==> config.mk <==
export PLATFORM = sky130hd
export DESIGN_NAME = shf_top
export DESIGN_NICKNAME = d
export VERILOG_FILES = /design/src/rtl/shf_pkg.sv /design/src/rtl/shf_decode.sv /design/src/rtl/shf_chain.sv /design/src/rtl/shf_top.sv
export SDC_FILE = /design/constraint.sdc
export NUM_CORES = 1
export LEC_CHECK = 0
export BUFFER_PORTS_ARGS = -buffer_cell sky130_fd_sc_hd__buf_2
export CAP_MARGIN = 20
export CORE_AREA = 2 2 111 113
export DETAILED_ROUTE_END_ITERATION = 8
export DIE_AREA = 0 0 113 115
export GPL_TIMING_DRIVEN = 0
export PLACE_DENSITY = 0.67
export SYNTH_ARGS = -nofsm -noshare
export SYNTH_HDL_FRONTEND = slang
export SYNTH_SLANG_ARGS = --single-unit
==> constraint.sdc <==
create_clock -name clk -period 4.4 [get_ports clk]
set_input_delay 0.22 -clock clk [delete_from_list [all_inputs] [get_ports clk]]
set_output_delay 0.22 -clock clk [all_outputs]
set_load 0.03 [all_outputs]
==> src/rtl/shf_pkg.sv <==
package shf_pkg;

    typedef enum logic [5:0] {
        FN_SLL  = 6'b000000,
        FN_SRL  = 6'b000010,
        FN_SRA  = 6'b000011,
        FN_SLLV = 6'b000100,
        FN_SRLV = 6'b000110,
        FN_SRAV = 6'b000111
    } shf_fn_e;

    typedef struct packed {
        logic legal;
        logic go_left;
        logic arith;
        logic use_reg;
    } shf_ctl_t;

endpackage

==> src/rtl/shf_decode.sv <==
module shf_decode
    import shf_pkg::*;
(
    input  logic [5:0] funct,
    output shf_ctl_t   ctl
);

    always_comb begin
        ctl = '0;
        case (funct)
            FN_SLL:  begin ctl.legal = 1'b1; ctl.go_left = 1'b1; end
            FN_SRL:  begin ctl.legal = 1'b1; end
            FN_SRA:  begin ctl.legal = 1'b1; ctl.arith = 1'b1; end
            FN_SLLV: begin ctl.legal = 1'b1; ctl.go_left = 1'b1; ctl.use_reg = 1'b1; end
            FN_SRLV: begin ctl.legal = 1'b1; ctl.use_reg = 1'b1; end
            FN_SRAV: begin ctl.legal = 1'b1; ctl.arith = 1'b1; ctl.use_reg = 1'b1; end
            default: ctl = '0;
        endcase
    end

endmodule

==> src/rtl/shf_chain.sv <==
module shf_chain #(
    parameter int unsigned W       = 32,
    parameter int unsigned AW      = $clog2(W),
    parameter bit          TO_LEFT = 1'b1
) (
    input  logic [W-1:0]  din,
    input  logic [AW-1:0] amt,
    input  logic          fill,
    output logic [W-1:0]  dout
);

    logic [W-1:0] stg [0:AW];

    assign stg[0] = din;

    for (genvar k = 0; k < AW; k++) begin : g_stage
        localparam int unsigned DIST = 1 << k;
        if (TO_LEFT) begin : g_left
            assign stg[k+1] = amt[k] ? {stg[k][W-1-DIST:0], {DIST{fill}}} : stg[k];
        end else begin : g_right
            assign stg[k+1] = amt[k] ? {{DIST{fill}}, stg[k][W-1:DIST]} : stg[k];
        end
    end

    assign dout = stg[AW];

endmodule

==> src/rtl/shf_top.sv <==
module shf_top
    import shf_pkg::*;
#(
    parameter int unsigned DATA_W = 32,
    parameter int unsigned AMT_W  = $clog2(DATA_W)
) (
    input  logic              clk,
    input  logic              rst_n,
    input  logic              in_valid,
    input  logic [5:0]        funct,
    input  logic [AMT_W-1:0]  shamt_fld,
    input  logic [DATA_W-1:0] rs_val,
    input  logic [DATA_W-1:0] opnd,
    output logic              out_valid,
    output logic [DATA_W-1:0] result
);

    localparam int unsigned MSB = DATA_W - 1;

    typedef struct packed {
        logic              vld;
        logic [DATA_W-1:0] res;
    } shf_st_t;

    shf_st_t  st_d, st_q;
    shf_ctl_t ctl;

    logic [AMT_W-1:0]  amt;
    logic              rfill;
    logic [DATA_W-1:0] left_out;
    logic [DATA_W-1:0] right_out;
    logic              unused_rs_hi;

    assign unused_rs_hi = ^rs_val[DATA_W-1:AMT_W];

    shf_decode u_dec (
        .funct (funct),
        .ctl   (ctl)
    );

    assign amt   = ctl.use_reg ? rs_val[AMT_W-1:0] : shamt_fld;
    assign rfill = ctl.arith & opnd[MSB];

    shf_chain #(.W(DATA_W), .AW(AMT_W), .TO_LEFT(1'b1)) u_left (
        .din  (opnd),
        .amt  (amt),
        .fill (1'b0),
        .dout (left_out)
    );

    shf_chain #(.W(DATA_W), .AW(AMT_W), .TO_LEFT(1'b0)) u_right (
        .din  (opnd),
        .amt  (amt),
        .fill (rfill),
        .dout (right_out)
    );

    always_comb begin
        st_d = '0;
        if (in_valid && ctl.legal) begin
            st_d.vld = 1'b1;
            st_d.res = ctl.go_left ? left_out : right_out;
        end
    end

    always_ff @(posedge clk) begin
        if (!rst_n) st_q <= '0;
        else        st_q <= st_d;
    end

    assign out_valid = st_q.vld;
    assign result    = st_q.res;

    // no valid output means a zero word
    assert_idle_zero_R9: assert property (@(posedge clk) disable iff (!rst_n)
        !out_valid |-> (result == '0));

    assert_legal_valid_R2: assert property (@(posedge clk) disable iff (!rst_n)
        (in_valid && ctl.legal) |=> out_valid);

    assert_zero_amt_R7: assert property (@(posedge clk) disable iff (!rst_n)
        (in_valid && ctl.legal && amt == '0) |=> (result == $past(opnd)));

    assert_sll_low_zero_R3: assert property (@(posedge clk) disable iff (!rst_n)
        (in_valid && ctl.legal && ctl.go_left && amt != '0) |=> !result[0]);

    assert_srl_top_zero_R4: assert property (@(posedge clk) disable iff (!rst_n)
        (in_valid && ctl.legal && !ctl.go_left && !ctl.arith && amt != '0) |=> !result[MSB]);

    assert_sra_sign_R5: assert property (@(posedge clk) disable iff (!rst_n)
        (in_valid && ctl.legal && !ctl.go_left && ctl.arith) |=> (result[MSB] == $past(opnd[MSB])));

endmodule

## Yosys cells after proc, flatten, opt, wreduce, memory -nomap -nowiden

Cells that the tools add are included.

| operators by class | value |
|---|---|
| equality and inequality tests | 5 |
| mux-type cells | 17 |
| bitwise operators | 1 |
| reductions and logical operators | 7 |

Operators with widths:

| kind | count |
|---|---|
| two-way mux 32 bit | 11 |
| two-way mux 33 bit | 1 |
| == test 6 x 3 -> 1 bit (second input constant) | 3 |
| == test 6 x 2 -> 1 bit (second input constant) | 2 |
| zero test 6 bit | 1 |
| OR reduction 6 bit | 1 |
| two-way mux 5 bit | 1 |
| two-way mux 1 bit | 4 |
| OR reduction 2 bit | 2 |
| OR reduction 3 bit | 1 |
| AND reduction 2 bit | 1 |
| AND 1 bit | 1 |
| logical AND 1 bit | 1 |

| word-level totals | value |
|---|---|
| register bits | 33 |
| input bits | 78 |
| output and inout bits | 33 |
| logic and storage cells | 32 |

## Longest topological paths before layout

Gate-level depths: netlist of the first run.

| logic depth | value |
|---|---|
| depth in word-level cells | 11 |
| mapped depth | 13 |
| gate-level depth less buffers | 9 |

## By module

From an unflattened synthesis of the first run, not the netlist that was laid out.

| second synthesis, totals | value |
|---|---|
| cells, all modules | 565 |
| area, all modules | 5512.8 µm² |

Modules (own cells, without submodules):

| module | times used | cells an instance | area each (µm²) | sequential area each (µm²) |
|---|---|---|---|---|
| shf_chain at u_left | 1 | 218 | 2114.5 | 0.0 |
| shf_chain at u_right | 1 | 228 | 2085.8 | 0.0 |
| shf_top | 1 | 113 | 1262.5 | 660.6 |
| shf_decode | 1 | 6 | 50.0 | 0.0 |

## Least setup slack after synthesis of the first run

OpenSTA, ideal clock, no wires.

| path | value |
|---|---|
| path kind | in2reg |
| start point | in funct[3] |
| end point | reg st_q, in the netlist result[14] |
| library setup time | 0.122 ns |
| data arrival time | 2.509 ns |
| data required time | 4.278 ns |
| path slack | 1.769 ns |
| stages | 8 |
| path buffers | 0 |
| cell sequence | or3_4 > o31a_1 > nor2_2 > mux4_2 > and2_1 > a211oi_1 > a21oi_1 > a311o_1 |

| on the way | value |
|---|---|
| longest elaborated chain between the ends | 10 |
| elaborated cells on any way between the ends | 29 |
| those cells by class | eq/ne: 5; mux: 16; bitwise: 1; reduce/logical: 7 |

Ends and longest elaborated chain:

| what | line | RTL |
|---|---|---|
| from (decl) | shf_top.sv:10 | `input logic [5:0] funct,` |
| == test 6 x 3 -> 1 bit | shf_decode.sv:10 | `case (funct)` |
| OR reduction 3 bit (no source line) | -- |  |
| two-way mux 1 bit | shf_decode.sv:10 |  |
| two-way mux 5 bit | shf_top.sv:41 | `assign amt = ctl.use_reg ? rs_val[AMT_W-1:0] : shamt_fld;` |
| two-way mux 32 bit (on tied branches) (5 in series) | shf_chain.sv:21, shf_chain.sv:19 |  |
| two-way mux 32 bit | shf_top.sv:62 | `st_d.res = ctl.go_left ? left_out : right_out;` |
| to (signal assigned) | shf_top.sv:68 | `else st_q <= st_d;` |
| to (decl) | shf_top.sv:25 | `shf_st_t st_d, st_q;` |

Several ways; a longest one is shown, not always the timed one.
A chain may end at the register's enable or synchronous reset.

## Worst setup path after layout of the first run

| path | value |
|---|---|
| start point | in funct[3] |
| end point | reg st_q, in the netlist result[5] |

| on the way | value |
|---|---|
| longest elaborated chain between the ends | 10 |
| elaborated cells on any way between the ends | 29 |
| those cells by class | eq/ne: 5; mux: 16; bitwise: 1; reduce/logical: 7 |

Ends and longest elaborated chain:

| what | line |
|---|---|
| == test 6 x 3 -> 1 bit / == test 6 x 2 -> 1 bit (equally long branches) | shf_decode.sv:10 |
| OR reduction 3 bit (no source line) / OR reduction 2 bit (equally long branches) | -- |
| two-way mux 1 bit | shf_decode.sv:10 |
| two-way mux 5 bit / AND 1 bit (equally long branches) | shf_top.sv:41, shf_top.sv:42 |
| two-way mux 32 bit (on tied branches) (5 in series) | shf_chain.sv:21, shf_chain.sv:19 |
| two-way mux 32 bit | shf_top.sv:62 |

Several ways; a longest one is shown, not always the timed one.

==> impl_metrics.env, run 1 <==
export IMPL_slowest_stage="mux2i_1"
export IMPL_clock_path_buffers=2
export IMPL_path_max_fanout=10
export IMPL_wl_um=29400
export IMPL_min_period_ns=3.63
export IMPL_gp_congestion=1.18
export IMPL_first_iter_violations=1607
export IMPL_holdPathEnd="result[27]"
export IMPL_ys_types=73
export IMPL_start_util=0.439
export IMPL_path_delay_family="simple AND/OR/NAND/NOR gates"
export IMPL_areaGrowthSynthToFinish_pct=14.2
export IMPL_slew_viol_final=0
export IMPL_power_leakage_nw=2.42
export IMPL_cp_num_buf_inv=3
export IMPL_worstMarginPinSlew_ns=1.21
export IMPL_ir_drop_mv=0.132
export IMPL_hold_class="in2reg"
export IMPL_crit_path_end_kind="flop"
export IMPL_relSlewSlack=0.187
export IMPL_min_delay_path_depth=5
export IMPL_hold_viol_final=0
export IMPL_timing_final_crit_share=0.825
export IMPL_fillCellCount=1217
export IMPL_tritoncts="built"
export IMPL_violations="DRC"
export IMPL_synth_area_top_cells="dfxtp_1 (13%), mux2i_1 (9.5%), nand2_1 (6.8%)"
export IMPL_synth_edf_count=0
export IMPL_crit_type="in2reg"
export IMPL_cp_data_arrival_time_ns=3.76
export IMPL_numPlacedInstances=964
export IMPL_ys_flop_type="dfxtp_1"
export IMPL_clock_sinks=33
export IMPL_cts_root_buf="clkbuf_16"
export IMPL_synth_top_cell_by_area="dfxtp_1"
export IMPL_syn_inst=735
export IMPL_htreeDepth=2
export IMPL_drc=4
export IMPL_setup_violations=0
export IMPL_ys_warn_count=0
export IMPL_dr_pass1_iters=9
export IMPL_max_freq_mhz=275
export IMPL_die_area_mm2=0.0130
export IMPL_cts_resized=0
export IMPL_cp_data_required_time_ns=4.53
export IMPL_wl_per_cell_um=30.3
export IMPL_fin_cells=972
export IMPL_ys_ff_latch=33
export IMPL_post_cts_buffers=0
export IMPL_port_buffers=82
export IMPL_finalSetupTns_ns=0
export IMPL_dr_total_vias=7559
export IMPL_final_nets=902
export IMPL_startpoint_type="input port"
export IMPL_numCtsBuffers=5
export IMPL_core_region_area_mm2=0.0118
export IMPL_dpl_hpwl_um=22500
export IMPL_critPathMaxStageDelay_ns=0.66
export IMPL_holdBufCountCts=0
export IMPL_yosysSeqAreaShare=0.127
export IMPL_grt_pass1_vias=6861
export IMPL_grt_overflow_total=0
export IMPL_crit_chain="buf_2 -> or3_4 -> buf_6 -> nor3_4 -> mux2i_1 -> clkbuf_1 -> nand2_1 -> a211o_1 -> o211ai_1 -> o22ai_1"
export IMPL_antenna_found_initial=0
export IMPL_via_per_inst=7.78
export IMPL_drive_above_1_share=0.195
export IMPL_die_y_um=115
export IMPL_syn_avg_cell_area_um2=7.06
export IMPL_boundaryPins=111
export IMPL_diodes=0
export IMPL_ant_nets=0
export IMPL_rows=40
export IMPL_outcome="complete, but fails checks"
export IMPL_syn_nets=813
export IMPL_async_reset_ff_frac=0
export IMPL_die_w_um=113
export IMPL_path_clk_slew_ns=0.06
export IMPL_grtUsageTotal=0.438
export IMPL_cap_violations=0
export IMPL_synth_top_area_frac=0.127
export IMPL_grt_first_pass_wirelength_um=43000
export IMPL_syn_cell_area_mm2=0.00519
export IMPL_power_density_mw_per_mm2=226
export IMPL_grt_max_degree=12
export IMPL_rsz0062_at_grt="false"
export IMPL_worstHoldStart="rs_val[4]"
-- flip-flops by register name, indices dropped and copies added (netlist names) --
name / cells
result: 32
out_valid: 1
-- final cells by class --
type                       count  area (um^2)  share of cell area
sequential                    33          661               0.112
clock buffer                   5          125              0.0211
inverter                       5         18.8             0.00317
tap                          147          184              0.0310
multi-input combinational    631         4200               0.708
clock inverter                 3         17.5             0.00296
timing repair buffer          82          410              0.0693
buffer                        66          313              0.0528
-- logic make-up after synthesis --
family                 synth area share
buffers and inverters            0.0639
AOI/OAI and AO/OA                 0.431
muxes                             0.134
DFF                               0.127
and+or+nand+nor                   0.243
-- how the worst max path moves through the flow --
stage / depth (start not counted) / start / slack [ns] / to
4_1_cts: 10 / funct[3] / 0.99 / result[5]
5_1_grt: 10 / funct[3] / 0.77 / result[5]
6_report: 10 / funct[3] / 0.77 / result[5]
3_3_place_gp: 10 / funct[3] / 0.66 / result[5]
2_1_floorplan: 8 / funct[3] / 1.77 / result[14]
3_5_place_dp: 10 / funct[3] / 0.72 / result[5]
-- metal layers --
layer / vias up / global-route usage / share of wire / routed length, um
li1: 3082 / - / - / -
met1: 3452 / 0.571 / 0.36 / 10600
met2: 831 / 0.630 / 0.39 / 11500
met3: 192 / 0.179 / 0.17 / 5100
met4: 2 / 0.201 / 0.072 / 2120
met5: - / 0.0296 / 0.0017 / 51
-- Yosys cell counts (4+ instances only) --
cell       number
a21o_1          7
nand2b_1       19
o21ai_0        30
a211o_1        19
buf_4           4
o211ai_1       11
buf_2          28
o31a_1          7
a21boi_0        5
a311oi_1        6
a32o_1          7
clkbuf_1       31
o22ai_1        16
a2111oi_0       6
and3_1         13
nor3_1          7
nand2_1        94
a21oi_1        51
o2111ai_1       4
and2_1          6
dfxtp_1        33
a32oi_1        12
a31oi_1        18
or3_1           4
a311o_1         4
nor2_1         52
nand4_1         5
a221o_1         4
a221oi_1        8
a211oi_1       32
o21ai_1         6
mux2i_1        49
nor4_1          4
a22oi_1        13
mux2_2         11
a22o_1          8
nand3_1        42
-- where the power goes --
| group | switching, mW | internal, mW | total (mW) |
|---|---|---|---|
| clock | 0.131 | 0.207 | 0.338 |
| combinational | 0.490 | 0.208 | 0.698 |
| sequential | 0.000506 | 0.302 | 0.302 |
-- layout by cell type, fill, tap and decap left out, types with 5 or more instances in the layout --
| cell | n |
|---|---|
| a32o_1 | 7 |
| and3_1 | 13 |
| a22oi_1 | 13 |
| a21boi_0 | 5 |
| mux2i_1 | 49 |
| a311oi_1 | 6 |
| nand2b_1 | 19 |
| a21oi_1 | 51 |
| nand4_1 | 5 |
| a2111oi_0 | 6 |
| and2_1 | 6 |
| mux2_2 | 11 |
| a32oi_1 | 12 |
| nand2_1 | 94 |
| a211oi_1 | 32 |
| a31oi_1 | 18 |
| clkbuf_16 | 5 |
| o21ai_0 | 30 |
| a211o_1 | 19 |
| o22ai_1 | 16 |
| nor2_1 | 52 |
| o211ai_1 | 11 |
| a21o_1 | 7 |
| clkbuf_1 | 31 |
| a221oi_1 | 8 |
| dfxtp_1 | 33 |
| a22o_1 | 8 |
| o21ai_1 | 6 |
| o31a_1 | 7 |
| nand3_1 | 42 |
| buf_2 | 110 |
| nor3_1 | 7 |
-- per-stage QoR --
stage | hold WS, ns | instance area, um^2 | setup WS (ns) | util | power (mW)
global placement | 0.654 | 5780 | 0.664 | 0.490 | 0.953
floorplan | 0.563 | 5190 | 1.77 | - | 0.711
detailed placement | 0.655 | 5780 | 0.724 | 0.490 | 0.951
finish | 0.618 | 5920 | 0.770 | 0.502 | 1.34
global route | 0.642 | 5920 | 0.774 | 0.502 | 1.37
CTS | 0.601 | 5920 | 0.991 | 0.502 | 1.29
Note: power is estimated with default switching activity, not from simulation.
==> inputs of run 2 (changes only) <==
- ABC_AREA: default -> 1
- CORE_AREA: 2 2 111 113 -> 2 2 100 102
- DIE_AREA: 0 0 113 115 -> 0 0 102 104
- PLACE_DENSITY: 0.67 -> 0.72
- clock period: 4.4 -> 3.1 ns (I/O delays scaled with it)
==> run 2 against run 1 <==
The run now ends clean. Worst setup slack better by 0.20 ns. Largest power group unchanged. Die area down 18%. Clock-buffer cell count up 2. Flip-flop and latch count unchanged. Utilization up 1.3 points. Synthesized cell count up 8.0%. Largest cell class unchanged.
==> impl_metrics.env, run 2 <==
export IMPL_power_density_mw_per_mm2=346
export IMPL_setup_violations=0
export IMPL_port_buffers=83
export IMPL_finalSetupTns_ns=0
export IMPL_path_max_fanout=10
export IMPL_fillCellCount=1090
export IMPL_post_cts_buffers=0
export IMPL_fin_ws_ns=0.972
export IMPL_drc=0
export IMPL_synth_edf_count=0
export IMPL_relSlewSlack=0.500
export IMPL_grt_max_degree=11
export IMPL_hold_viol_final=0
export IMPL_ys_types=26
export IMPL_worstSetupEndpoint="result[31]"
export IMPL_die_w_um=102
export IMPL_syn_cell_area_mm2=0.00422
export IMPL_outcome="finished clean"
export IMPL_dr_pass1_iters=9
export IMPL_grt_overflow_total=0
export IMPL_cap_violations=0
export IMPL_startpoint_type="input port"
export IMPL_ys_flop_type="dfxtp_1"
export IMPL_critPathMaxStageDelay_ns=0.60
export IMPL_core_region_area_mm2=0.00955
export IMPL_timing_final_crit_share=0.687
export IMPL_synth_top_area_frac=0.464
export IMPL_antenna_found_initial=0
export IMPL_crit_path_end_kind="flop"
export IMPL_power_leakage_nw=2.54
export IMPL_synth_area_top_cells="nand3_1 (46%), nand2_1 (19%), dfxtp_1 (16%)"
export IMPL_htreeDepth=2
export IMPL_areaGrowthSynthToFinish_pct=16.6
export IMPL_worstMarginPinSlew_ns=0.744
export IMPL_layout_common_cells="nand3_1 (391), nand2_1 (215), buf_2 (111)"
export IMPL_rows=36
export IMPL_dr_total_vias=6524
export IMPL_largest_reg_flops=32
export IMPL_clock_path_buffers=2
export IMPL_cts_root_buf="clkbuf_8"
export IMPL_gp_congestion=1.04
export IMPL_synth_top_cell_by_area="nand3_1"
export IMPL_syn_avg_cell_area_um2=5.31
export IMPL_diodes=0
export IMPL_tritoncts="built"
export IMPL_async_reset_ff_frac=0
export IMPL_holdBufCountCts=0
export IMPL_die_area_mm2=0.0106
export IMPL_max_freq_mhz=470
export IMPL_cts_resized=0
export IMPL_drive_above_1_share=0.160
export IMPL_wl_per_cell_um=21.0
export IMPL_yosysSeqAreaShare=0.157
export IMPL_crit_chain="buf_2 -> inv_1 -> nand2_1 -> nor2_4 -> nand3_1 -> nor2_1 -> buf_2 -> nand3_1 -> nand3_1 -> nand2_1 -> inv_1"
export IMPL_cp_data_arrival_time_ns=2.36
export IMPL_hold_class="in2reg"
export IMPL_post_place_ws_ns=0.755
export IMPL_rsz0062_at_grt="false"
export IMPL_final_common_cell="nand3_1"
export IMPL_final_nets=962
export IMPL_path_clk_slew_ns=0.06
export IMPL_grtUsageTotal=0.411
export IMPL_first_iter_violations=966
export IMPL_die_y_um=104
export IMPL_cp_data_required_time_ns=3.33
export IMPL_start_util=0.442
export IMPL_ys_warn_count=0
export IMPL_numCtsBuffers=5
export IMPL_netlist_top_cells_count="nand3_1 (391), nand2_1 (215), dfxtp_1 (33)"
export IMPL_ir_drop_mv=0.326
export IMPL_boundaryPins=111
export IMPL_via_per_inst=6.41
export IMPL_syn_nets=872
export IMPL_slew_viol_final=0
export IMPL_ant_nets=0
export IMPL_crit_type="in2reg"
export IMPL_slowest_stage="nor2_1"
export IMPL_critPathLaunch="funct[5]"
export IMPL_ys_ff_latch=33
export IMPL_grt_first_pass_wirelength_um=33400
export IMPL_synth_most_common_cell="nand3_1"
export IMPL_grt_pass1_vias=6048
export IMPL_clock_sinks=33
export IMPL_path_common_cell="nand3_1"
export IMPL_wl_um=21400
export IMPL_min_period_ns=2.13
export IMPL_dpl_hpwl_um=17100
export IMPL_syn_inst=794
## run 2: changes by cell type after synthesis, moves of 26 or more
cell / delta
a211oi_1: -32
nor2_1: -31
a21oi_1: -26
nand2_1: +121
o21ai_0: -29
nand3_1: +349
mux2i_1: -49
## run 2: layout make-up
cell class / instances / area [um^2] / area share
Multi-Input combinational cell: 678 / 3170 / 0.645
Sequential cell: 33 / 661 / 0.134
Timing Repair Buffer: 83 / 415 / 0.0845
Buffer: 57 / 287 / 0.0583
Tap cell: 133 / 166 / 0.0339
Inverter: 26 / 97.6 / 0.0199
Clock buffer: 7 / 86.3 / 0.0176
Clock inverter: 1 / 30.0 / 0.00611
## run 2: critical path: cells and delay by family
family,cells,cell delay (ns)
and+or+nand+nor,7,1.66
buffers and inverters,4,0.55
## run 2: routing by layer
metal	part of all wire	vias to the layer above	global-route usage
li1	-	2937	-
met1	0.38	2944	0.552
met2	0.43	553	0.627
met3	0.13	90	0.0847
met4	0.060	0	0.187
met5	0	-	0
## run 2: worst min path at each step
stage | startpoint | endpoint | slack (ns) | cells past startpoint
finish | rst_n | out_valid | 0.16 | 3
global route | in_valid | out_valid | 0.18 | 3
CTS | rst_n | out_valid | 0.16 | 3
detailed placement | rst_n | out_valid | 0.45 | 3
global placement | rst_n | out_valid | 0.45 | 3
floorplan | rst_n | out_valid | 0.31 | 2
## run 2: per-stage QoR
stage	util	power [mW]	hold slack, ns	area (um^2)	instances
3_3_place_gp	0.503	1.25	0.451	4800	1010
6_report	0.515	1.70	0.163	4920	1018
5_1_grt	0.515	1.78	0.179	4920	1018
2_1_floorplan	-	0.977	0.307	4220	794
4_1_cts	0.515	1.66	0.159	4920	1018
3_5_place_dp	0.503	1.24	0.454	4800	1010
## run 2: cells by family after synthesis
| family | after synthesis | share of synthesized area |
|---|---|---|
| and+or+nand+nor | 639 | 0.697 |
| buffers and inverters | 83 | 0.0911 |
| AOI/OAI and AO/OA | 39 | 0.0549 |
| DFF | 33 | 0.157 |
## run 2: where the power goes
group          total, mW  switching (mW)  internal (mW)
registers          0.428        0.000702          0.427
logic              0.854           0.608          0.246
clock network      0.418           0.156          0.262
